$ cat src/rtl/flag_alu_pkg.sv
package flag_alu_pkg;

  typedef enum logic [2:0] {
    OP_ADD  = 3'd0,
    OP_SUB  = 3'd1,
    OP_AND  = 3'd2,
    OP_OR   = 3'd3,
    OP_NOT  = 3'd4,
    OP_CMP  = 3'd5,
    OP_RSV6 = 3'd6,
    OP_RSV7 = 3'd7
  } aluOpE;

  // strobes from control to datapath
  typedef struct packed {
    logic  regWr;
    logic  ccrWr;
    logic  loadWr;
    aluOpE op;
  } ctrlS;

  typedef struct packed {
    logic gt;
    logic eq;
    logic lt;
  } ccrS;

endpackage

$ cat src/rtl/flag_alu_ctrl.sv
module flag_alu_ctrl
  import flag_alu_pkg::*;
(
  input  logic       clk,
  input  logic       rstN,
  input  logic       startI,
  input  logic [2:0] opI,
  input  logic       loadEnI,
  output ctrlS       ctrlO,
  output logic       doneO
);

  aluOpE opDec;

  always_comb begin
    opDec        = aluOpE'(opI);
    ctrlO.op     = opDec;
    ctrlO.regWr  = 1'b0;
    ctrlO.ccrWr  = 1'b0;
    ctrlO.loadWr = loadEnI && !startI;
    if (startI) begin
      unique case (opDec)
        OP_ADD, OP_SUB, OP_AND, OP_OR, OP_NOT: ctrlO.regWr = 1'b1;
        OP_CMP:                                ctrlO.ccrWr = 1'b1;
        default: ;
      endcase
    end
  end

  always_ff @(posedge clk) begin
    if (!rstN) doneO <= 1'b0;
    else       doneO <= startI;
  end

endmodule

$ cat src/rtl/flag_alu_dp.sv
module flag_alu_dp
  import flag_alu_pkg::*;
#(
  parameter int WIDTH = 8,
  parameter int REGS  = 8,
  localparam int IDXW = $clog2(REGS)
) (
  input  logic             clk,
  input  logic             rstN,
  input  ctrlS             ctrlI,
  input  logic [IDXW-1:0]  srcAI,
  input  logic [IDXW-1:0]  srcBI,
  input  logic [IDXW-1:0]  dstI,
  input  logic [IDXW-1:0]  loadIdxI,
  input  logic [WIDTH-1:0] loadDataI,
  input  logic [IDXW-1:0]  readIdxI,
  output logic [WIDTH-1:0] readDataO,
  output ccrS              ccrO
);

  logic [WIDTH-1:0] regBank [REGS];
  logic [WIDTH-1:0] busA, busB, result;
  logic [REGS-1:0]  opWrEn, ldWrEn;
  ccrS              cmpFlags;

  // operand bus
  assign busA      = regBank[srcAI];
  assign busB      = regBank[srcBI];
  assign readDataO = regBank[readIdxI];

  always_comb begin
    unique case (ctrlI.op)
      OP_ADD:  result = busA + busB;
      OP_SUB:  result = busA - busB;
      OP_AND:  result = busA & busB;
      OP_OR:   result = busA | busB;
      OP_NOT:  result = ~busA;
      default: result = '0;
    endcase
  end

  always_comb begin
    cmpFlags.gt = busA > busB;
    cmpFlags.eq = busA == busB;
    cmpFlags.lt = busA < busB;
  end

  // per-register write decode
  for (genvar i = 0; i < REGS; i++) begin : g_wrDec
    localparam logic [IDXW-1:0] SLOT = IDXW'(i);
    assign opWrEn[i] = ctrlI.regWr  && (dstI == SLOT);
    assign ldWrEn[i] = ctrlI.loadWr && (loadIdxI == SLOT);
  end

  always_ff @(posedge clk) begin
    if (!rstN) begin
      for (int i = 0; i < REGS; i++) regBank[i] <= '0;
    end else begin
      for (int i = 0; i < REGS; i++) begin
        if (opWrEn[i])      regBank[i] <= result;
        else if (ldWrEn[i]) regBank[i] <= loadDataI;
      end
    end
  end

  always_ff @(posedge clk) begin
    if (!rstN)            ccrO <= '{gt: 1'b0, eq: 1'b1, lt: 1'b0};
    else if (ctrlI.ccrWr) ccrO <= cmpFlags;
  end

endmodule

$ cat src/rtl/flag_alu.sv
module flag_alu
  import flag_alu_pkg::*;
#(
  parameter int WIDTH = 8,
  parameter int REGS  = 8,
  localparam int IDXW = $clog2(REGS)
) (
  input  logic             clk,
  input  logic             rstN,
  input  logic             startI,
  input  logic [2:0]       opI,
  input  logic [IDXW-1:0]  srcAI,
  input  logic [IDXW-1:0]  srcBI,
  input  logic [IDXW-1:0]  dstI,
  input  logic             loadEnI,
  input  logic [IDXW-1:0]  loadIdxI,
  input  logic [WIDTH-1:0] loadDataI,
  input  logic [IDXW-1:0]  readIdxI,
  output logic [WIDTH-1:0] readDataO,
  output logic             gtO,
  output logic             eqO,
  output logic             ltO,
  output logic             doneO
);

  ctrlS ctrl;
  ccrS  ccr;

  flag_alu_ctrl ctrl_i (
    .clk     (clk),
    .rstN    (rstN),
    .startI  (startI),
    .opI     (opI),
    .loadEnI (loadEnI),
    .ctrlO   (ctrl),
    .doneO   (doneO)
  );

  flag_alu_dp #(.WIDTH(WIDTH), .REGS(REGS)) dp_i (
    .clk       (clk),
    .rstN      (rstN),
    .ctrlI     (ctrl),
    .srcAI     (srcAI),
    .srcBI     (srcBI),
    .dstI      (dstI),
    .loadIdxI  (loadIdxI),
    .loadDataI (loadDataI),
    .readIdxI  (readIdxI),
    .readDataO (readDataO),
    .ccrO      (ccr)
  );

  assign gtO = ccr.gt;
  assign eqO = ccr.eq;
  assign ltO = ccr.lt;

endmodule

$ cat config.mk
export PLATFORM = sky130hd
export DESIGN_NAME = flag_alu
export DESIGN_NICKNAME = d
export VERILOG_FILES = /design/src/rtl/flag_alu_pkg.sv /design/src/rtl/flag_alu_ctrl.sv /design/src/rtl/flag_alu_dp.sv /design/src/rtl/flag_alu.sv
export SDC_FILE = /design/constraint.sdc
export NUM_CORES = 1
export LEC_CHECK = 0
export ABC_AREA = 1
export ABC_CLOCK_PERIOD_IN_PS = 3300
export BUFFER_PORTS_ARGS = -buffer_cell sky130_fd_sc_hd__buf_2
export CORE_AREA = 2 2 146 148
export CTS_BUF_LIST = sky130_fd_sc_hd__clkbuf_16
export DETAILED_ROUTE_END_ITERATION = 8
export DIE_AREA = 0 0 148 150
export GPL_TIMING_DRIVEN = 0
export PLACE_DENSITY = 0.48
export SLEW_MARGIN = 30
export SYNTH_ARGS = -nofsm -noshare
export SYNTH_HDL_FRONTEND = slang
export SYNTH_HIERARCHICAL = 1
export SYNTH_SLANG_ARGS = --single-unit
$ cat constraint.sdc
create_clock -name clk -period 3.3 [get_ports clk]
set_clock_uncertainty 0.15 [all_clocks]
set_input_delay 0.33 -clock clk [delete_from_list [all_inputs] [get_ports clk]]
set_output_delay 0.33 -clock clk [all_outputs]
set_load 0.05 [all_outputs]
==> results of run 1 <==
==> kinds of logic (layout without fill, tap and decap cells) <==
kind of cell	count (synthesis)	count (layout)	synth area share [%]
AND/OR/NAND/NOR	375	375	26.1
AO/OA/AOI/OAI	257	257	22.8
buffers and inverters	209	266	13.7
flip-flops	68	68	31.9
adder cells (fa/ha/maj)	26	26	5.42
XOR/XNOR	1	1	0.139
==> final timing paths <==
check	from	to	depth (start not counted)
worst max register to register	dp_i/regBank[5][0]	dp_i/regBank[1][2]	19
worst min-delay path	startI	ctrl_i/doneO	3
worst max-delay path	dp_i/regBank[5][0]	dp_i/regBank[1][2]	19
worst min register to register	dp_i/ccrO[2]	dp_i/ccrO[2]	2
==> where the power goes <==
group | total [mW] | switching [mW] | internal, mW
combinational | 0.971 | 0.684 | 0.288
sequential | 1.05 | 0.0503 | 1.00
clock | 0.991 | 0.340 | 0.651
total | 3.02 | 1.07 | 1.94
==> stage by stage <==
step | hold slack (ps) | power [mW] | cells | setup TNS [ps] | utilization (%)
final | 82.0 | 3.02 | 1268 | 0 | 35.1
after global routing | 95.3 | 3.17 | 1268 | 0 | 35.1
after CTS | 79.1 | 2.99 | 1264 | 0 | 34.6
after detailed placement | 310 | 1.98 | 1248 | -24620 | 32.9
after global placement | 313 | 1.98 | 1248 | -24820 | 32.9
after floorplan | 273 | 1.67 | 936 | 0 | -
==> repair_timing <==
item                                    4_1_cts  5_1_grt
buffers inserted                              0        4
hold buffers                                  0        0
endpoints found under the setup margin       45       47
gates resized for setup                      13       23
pin swaps                                     1        4
hold endpoints to repair                      0        0
==> per-layer routing <==
metal,vias to the layer above,global-route usage [%],part of all wire [%]
li1,3188,-,-
met4,0,7.86,3.1
met1,3060,31.9,46
met5,-,0,0
met2,241,35.6,45
met3,38,2.80,5.9
==> area by class of cell <==
class	instances	share of cell area, %
Sequential cell	68	27.6
Tap cell	275	4.74
Clock buffer	9	3.10
Buffer	42	3.29
Multi-Input combinational cell	659	48.3
Clock inverter	7	1.14
Inverter	167	8.73
Timing Repair Buffer	41	3.13
==> synthesized netlist by cell type <==
cell type / n / area, sq um
inv_2: 9 / 33.8
nand4_1: 9 / 56.3
or2_2: 2 / 12.5
nor3_2: 2 / 20.0
nor2_4: 1 / 11.3
inv_4: 2 / 12.5
o21ai_4: 1 / 16.3
ha_1: 24 / 300
xor2_1: 1 / 8.76
edfxtp_1: 64 / 1920
a211oi_2: 1 / 12.5
a21oi_1: 65 / 325
nand2_4: 1 / 11.3
o21bai_1: 1 / 7.51
a21oi_4: 4 / 65.1
a221oi_1: 3 / 26.3
o211ai_2: 1 / 12.5
dfxtp_1: 4 / 80.1
o21ai_1: 50 / 250
and2_1: 1 / 6.26
clkbuf_1: 14 / 52.6
o21ai_0: 101 / 505
a31oi_1: 8 / 50.1
nand3_4: 1 / 17.5
o22ai_1: 9 / 56.3
buf_4: 3 / 22.5
nand2_1: 207 / 777
nor3_1: 3 / 15.0
buf_1: 1 / 3.75
nor2_2: 4 / 25.0
nor2_1: 69 / 259
nand3_2: 9 / 90.1
buf_6: 5 / 56.3
nand3_1: 59 / 295
buf_2: 19 / 95.1
o21ai_2: 2 / 17.5
o221ai_1: 1 / 8.76
o211ai_1: 9 / 67.6
a21oi_2: 1 / 8.76
nand2_2: 7 / 43.8
clkinv_1: 1 / 3.75
inv_1: 155 / 582
fa_1: 2 / 40.0
==> state kept, by name, summed over array words and instances (netlist names) <==
register / flops
ctrl_i/doneO: 1
dp_i/ccrO: 3
dp_i/regBank: 64
==> critical path, stage by stage (launching register included) <==
cell      delay (ps)
edfxtp_1         460
inv_1            110
nand2_1           50
nand3_1           70
o21ai_1           60
inv_1            100
nand2_1          100
o21ai_4          130
inv_1             80
ha_2             200
fa_2             420
or2_2            300
nand3_1           80
nand2_1           60
nor2_2           120
nand2_2          100
inv_4            130
nand2_1           70
nand3_1           70
inv_1             40
==> reports/metrics.cfg, run 1 <==
[floorplan]
ios = 42
rows = 53
core-area_sq_um = 20700
die_y_um = 150
die_area_sq_um = 22200
start_util_pct = 30.4
die_w_um = 148

[sta]
finalMaxSlewViolations = 0
setup-violations-final = 0
relSlewSlack_pct = 58.2
rsz0062_at_grt = no
finalHoldViolCount = 0
period_share_pct = 95.7
clock.fmax_mhz = 317
layout_min_cycle_time_ps = 3160
setup_ws_ps = 142
tightest_slew_ps = 627

[yosys]
netlist_area_sq_um = 6280
synth-seq-cells = 68
synth_cells = 936
synth_cell_type_count = 43
yosys_warnings = 6
synth_area_per_cell_sq_um = 6.71
synth_seq_area_share_pct = 31.9
syn_nets = 992

[routing]
first_iter_violations = 653
detail_route.vias_per_cell = 5.15
dr.pass1.iters = 5
wirelength_um = 25000
vias = 6527
wl_per_cell_um = 19.7
drc = 0
ant_nets = 0

[cells_and_area]
area.sequential_sq_um = 2000
multiInputGateArea_sq_um = 3510
drive_above_1_share_pct = 15.2
final_nets = 1044
final_common_cell = nand2_1
diodes = 0
fillers = 2276
area_delta_synth_final_pct = 15.6
mostFrequentLayoutCells = nand2_1 (206), inv_1 (156), o21ai_0 (94)
finalInstanceArea_sq_um = 7260

[min_path]
hp-class = primary input to flop

[cts]
clk_latency_ps = 330
cts_max_level = 3
cts_sinks = 68
cts.reportedPaths.clkPinSlew_ps = 60
cts_tree = yes
cts-buffers-inserted = 9
cts_root_buf = clkbuf_16
cts_buffer_depth = 2

[worst_setup_path]
critPathMaxFanout = 7
worst_setup_path_end_kind = flop
critical_path_required_ps = 3250
start_kind = flop
crit_type = flop to flop
reg2reg_slack_ps = 140
crit_arrival_ps = 3100

[placed_design]
gp_congestion = 0.926
pre_cts_slack_ps = -632
hpwl_um = 19300
placed_area_sq_um = 6810
portBuffers = 37

[grt]
grt_pass1_wl_um = 36800
grt_max_degree = 12
grt-ovfl-total = 0
antenna_found_initial = 0
grt_usage_pct = 22.6
grt_pass1_vias = 6038

[status]
status = complete, no violations

[power]
ir_drop_mv = 0.247
leakage_nw = 3.37
p_per_area_nw_per_um2 = 415

[job]
drv_cap = 0

Note: power is estimated with default switching activity, not from simulation.
==> inputs of run 2 (changes only) <==
Settings changed: ABC_AREA 1 to unset, CORE_AREA 2 2 146 148 to 2 2 138 140, DIE_AREA 0 0 148 150 to 0 0 140 142.
==> reports/metrics.cfg, run 2 <==
[power]
ir_drop_mv = 0.254
p_per_area_nw_per_um2 = 442
p_total_mw = 3.13
leakage_nw = 2.57

[job]
drv_cap = 0

[floorplan]
start_util_pct = 30.6
rows = 50
die_y_um = 142
die_area_sq_um = 19900
ios = 42
die_w_um = 140
core-area_sq_um = 18500

[grt]
grt-ovfl-total = 0
grt_use_met1_pct = 26.2
grt_max_degree = 12
grt_usage_pct = 19.9
grt_pass1_vias = 4854
gr-usage-met2_pct = 33.7
antenna_found_initial = 1
grtUsageMet3_pct = 1.95
busiest_layer = met2
grt_pass1_wl_um = 29100

[cells_and_area]
final_common_cell = nand2_1
diodes = 0
instances_no_fill = 834
reg.largest.list = dp_i/regBank (64), dp_i/ccrO (3), ctrl_i/doneO (1)
area_delta_synth_final_pct = 25.4
final_nets = 651
drive_above_1_share_pct = 35.5
regMostFlops = dp_i/regBank
mostFrequentLayoutCells = nand2_1 (69), edfxtp_1 (64), mux4_2 (46)
largest_reg_flops = 64

[yosys]
synth_cells = 533
yosys.area_share.simple_pct = 11.2
synth_top_area_cell = edfxtp_1
synth_cell_type_count = 55
synth_common_cells = o21ai_0 (70), nand2_1 (69), edfxtp_1 (64)
synth_top_area_share_pct = 34.1
netlist_area_sq_um = 5640
synth_compound_area_share_pct = 15.9
synthMuxAreaShare_pct = 25.6
syn_nets = 589
synth_seq_area_share_pct = 35.5
synth_top_family_by_area = multiplexers
async_reset_ff_share_pct = 0
synth-edff-count = 64
synthAdderAreaFrac_pct = 6.03
synth-seq-cells = 68
yosys_warnings = 6
yosysMostFrequentCell = o21ai_0
synthFlopType = edfxtp_1
synth_xor_area_share_pct = 0.466
synth_area_per_cell_sq_um = 10.6
synth.area.top_cells = edfxtp_1 (34%), mux4_2 (16%), o21ai_0 (6.2%)

[min_path]
hp-class = primary input to flop

[cts]
cts_sinks = 68
cts_max_level = 3
cts_root_buf = clkbuf_16
cts_tree = yes
clk_latency_ps = 340
cts.reportedPaths.clkPinSlew_ps = 60
postCtsHoldBufs = 0
cts_buffer_depth = 2
cts-buffers-inserted = 9

[routing]
wirelength_um = 19700
dr.pass1.iters = 7
detail_route.vias_per_cell = 5.77
ant_nets = 0
first_iter_violations = 340
vias = 4816
wl_per_cell_um = 23.6
drc = 1

[worst_setup_path]
cpPeakStageDelay_ps = 560
worstPathCellList = buf_4 > buf_12 > mux4_2 > mux2_4 > buf_6 > fa_2 > a211o_1 > a211oi_2 > or3_1 > a21oi_2 > nor2_4 > a21oi_1
crit_arrival_ps = 3320
critPathMaxFanout = 10
worst_setup_path_end_kind = flop
critical-path-slowest-cell = mux4_2
crit_type = primary input to flop
start_kind = primary input
critical_path_required_ps = 3210

[sta]
tightest_slew_ps = 874
finalHoldViolCount = 0
period_share_pct = 103
setup_ws_ps = -104
layout_min_cycle_time_ps = 3400
relSlewSlack_pct = 41.5
setup-violations-final = 24
clock.fmax_mhz = 294
finalMaxSlewViolations = 0
rsz0062_at_grt = yes

[placed_design]
portBuffers = 33
gp_congestion = 0.871
hpwl_um = 14500
placedCellCount = 802

[status]
violations = design-rule violations, negative setup slack
status = finished with violations

==> run 2: changes by cell type after synthesis, moves of 13 or more <==
cell     change
nand2_1    -138
inv_1      -122
nand3_1     -52
nor2_1      -52
o21ai_1     -49
mux4_2      +39
a21oi_1     -33
o21ai_0     -31
mux2i_1     +17
buf_2       -13
mux2_2      +13
==> run 2: logic make-up after synthesis <==
group | count (synthesis)
adders and majority gates | 26
buffers and inverters | 71
DFF | 68
muxes | 79
AOI/OAI and AO/OA | 149
xor gates and xnor gates | 3
and+or+nand+nor | 137
==> run 2: path summary, 6_finish.rpt <==
| kind | from | endpoint | slack, ps | cells past startpoint |
|---|---|---|---|---|
| hold / removal | startI | ctrl_i/doneO | 120 | 2 |
| setup / recovery | srcAI[0] | dp_i/regBank[7][6] | -100 | 12 |
| hold reg to reg | dp_i/ccrO[1] | dp_i/ccrO[1] | 360 | 2 |
| setup reg to reg | dp_i/regBank[7][0] | dp_i/regBank[7][6] | -100 | 11 |
==> run 2: worst max-delay path, delay by kind of cell <==
kind	cells	cell delay, ps
AO/OA/AOI/OAI	4	800
buffers and inverters	3	520
adder cells (fa/ha/maj)	1	400
multiplexers	2	860
AND/OR/NAND/NOR	2	400
==> run 2: through the flow <==
step	TNS (ps)	hold slack (ps)	setup slack [ps]	utilization [%]	instance area (sq um)
after detailed placement	-40280	364	-1010	33.9	6250
after global placement	-38910	366	-949	33.7	6210
final	-953	116	-104	38.3	7080
after floorplan	0	302	5.67	-	5760
after global routing	-3490	132	-205	38.3	7080
after CTS	-1160	123	-109	37.5	6920
==> run 2: what timing repair did <==
item / CTS / global route
buffers inserted: 14 / 3
setup endpoints to repair: 56 / 49
pin swaps: 20 / 20
gates resized for setup: 71 / 49
==> run 2: layout make-up <==
| cell class | instances | area (sq um) |
|---|---|---|
| Sequential cell | 68 | 2000 |
| Timing Repair Buffer | 52 | 344 |
| Multi-Input combinational cell | 394 | 3760 |
| Fill cell | 1791 | 11400 |
| Buffer | 37 | 260 |
| Clock inverter | 7 | 60.1 |
| Tap cell | 234 | 293 |
| Clock buffer | 9 | 225 |
| Inverter | 33 | 126 |
==> run 2: power by group <==
part	internal, mW	total (mW)	switching [mW]
registers	1.01	1.05	0.0401
logic	0.485	1.14	0.659
clock network	0.574	0.937	0.363
==> run 2: routing by layer <==
layer / routed length [um] / part of all wire (%)
met1: 8370 / 42
met3: 1020 / 5.2
met5: 12 / 0.061
met4: 562 / 2.9
met2: 9740 / 49
==> inputs of run 3 (changes only) <==
Settings changed: BUFFER_PORTS_ARGS -buffer_cell sky130_fd_sc_hd__buf_2 to -buffer_cell sky130_fd_sc_hd__buf_4.
==> reports/metrics.cfg, run 3 (same netlist as run 2, synthesis figures left out) <==
[status]
status = finished with violations
violations = negative setup slack

[placed_design]
hpwl_um = 14700
portBuffers = 33
gp_congestion = 0.865

[cells_and_area]
diodes = 0
area_delta_synth_final_pct = 29.1
final_common_cell = nand2_1
reg.largest.list = dp_i/regBank (64), dp_i/ccrO (3), ctrl_i/doneO (1)
largest_reg_flops = 64
drive_above_1_share_pct = 40.0
regMostFlops = dp_i/regBank
mostFrequentLayoutCells = nand2_1 (69), edfxtp_1 (64), buf_4 (53)
final_nets = 653
fillers = 1784

[routing]
vias = 4878
wl_per_cell_um = 23.8
first_iter_violations = 447
detail_route.vias_per_cell = 5.83
dr.pass1.iters = 7
wirelength_um = 19900
ant_nets = 0
drc = 0

[job]
drv_cap = 0

[worst_setup_path]
r2r-start = dp_i/regBank[7][0]
critical_path_required_ps = 3220
cp-startpoint = dp_i/regBank[7][0]
worstPathCellList = mux4_2 > mux2i_4 > inv_2 > ha_4 > fa_2 > a211o_1 > a211oi_2 > or3_4 > a21oi_4 > nor2_4 > a21oi_1
worst_setup_path_end_kind = flop
crit_arrival_ps = 3330
start_kind = flop
cp.buffers_inverters = 1
critPathMaxFanout = 7
cpPeakStageDelay_ps = 550
cpLargestDelayFamily = multiplexers
crit_type = flop to flop
critical-path-slowest-cell = mux4_2

[grt]
grt_max_degree = 14
grt-ovfl-total = 0
grt_pass1_wl_um = 29800
grt_pass1_vias = 4919
antenna_found_initial = 0
grt_usage_pct = 20.3

[cts]
cts.reportedPaths.clkPinSlew_ps = 60
clk_latency_ps = 330
cts_max_level = 3
cts-buffers-inserted = 9
cts_root_buf = clkbuf_16
cts_tree = yes
cts_sinks = 68
postCtsHoldBufs = 0
cts_buffer_depth = 2

[sta]
period_share_pct = 104
finalMaxSlewViolations = 0
layout_min_cycle_time_ps = 3420
clock.fmax_mhz = 293
relSlewSlack_pct = 34.7
tightest_slew_ps = 976
setup-violations-final = 25
finalHoldViolCount = 0
setup_ws_ps = -116
rsz0062_at_grt = yes
whs_ps = 101

[floorplan]
core-area_sq_um = 18500
die_y_um = 142
die_w_um = 140
start_util_pct = 30.6
die_area_sq_um = 19900
rows = 50
ios = 42

[power]
p_per_area_nw_per_um2 = 443
p_total_mw = 3.23
leakage_nw = 2.63
ir_drop_mv = 0.244

[min_path]
min_from = startI
hp-class = primary input to flop

==> run 3: changes by cell type in the layout (fill, tap and decap cells not counted), moves of 4 or more <==
cell	before	now
a21oi_1	23	18
o21ai_2	8	18
buf_2	36	5
buf_4	20	53
o21ai_0	42	35
a21oi_2	9	13
==> run 3: per-stage QoR <==
stage               setup TNS (ps)  util, %  cells  setup slack, ps  cell area, sq um
floorplan                        0        -    533             5.67              5760
global placement            -36880     34.1    800            -1120              6300
detailed placement          -34640     34.4    803             -901              6340
CTS                          -1220     38.0    830             -130              7010
global route                 -5220     39.5    836             -241              7290
finish                       -1560     39.5    836             -116              7290
==> run 3: layout make-up <==
class	instances	area (sq um)	area share [%]
timing repair buffer	54	443	6.08
multi-input combinational	394	3860	53.0
sequential	68	2000	27.5
clock inverter	7	75.1	1.03
buffer	37	254	3.49
clock buffer	9	225	3.09
inverter	33	131	1.80
tap	234	293	4.02
==> run 3: what timing repair did <==
action / in CTS / in global routing
pin swaps: 21 / 32
setup endpoints to repair: 57 / 56
gates resized for setup: 83 / 69
buffers inserted: 13 / 7
==> run 3: layer usage <==
layer / GRT usage [%] / up-vias / part of all wire, %
met3: 2.46 / 41 / 5.9
li1: - / 2173 / -
met4: 9.46 / 0 / 4.0
met2: 33.2 / 194 / 48
met5: 0 / - / 0
met1: 27.0 / 2470 / 42
==> run 3: worst paths after layout <==
path / slack (ps) / depth (start not counted) / endpoint
max reg2reg: -120 / 11 / dp_i/regBank[7][6]
max: -120 / 11 / dp_i/regBank[7][6]
min: 100 / 2 / ctrl_i/doneO
min reg2reg: 340 / 2 / dp_i/ccrO[1]
==> run 3: where the power goes <==
group | internal [mW] | switching [mW] | total [mW]
clock | 0.588 | 0.376 | 0.964
combinational | 0.521 | 0.690 | 1.21
sequential | 1.01 | 0.0429 | 1.05
total | 2.12 | 1.11 | 3.23
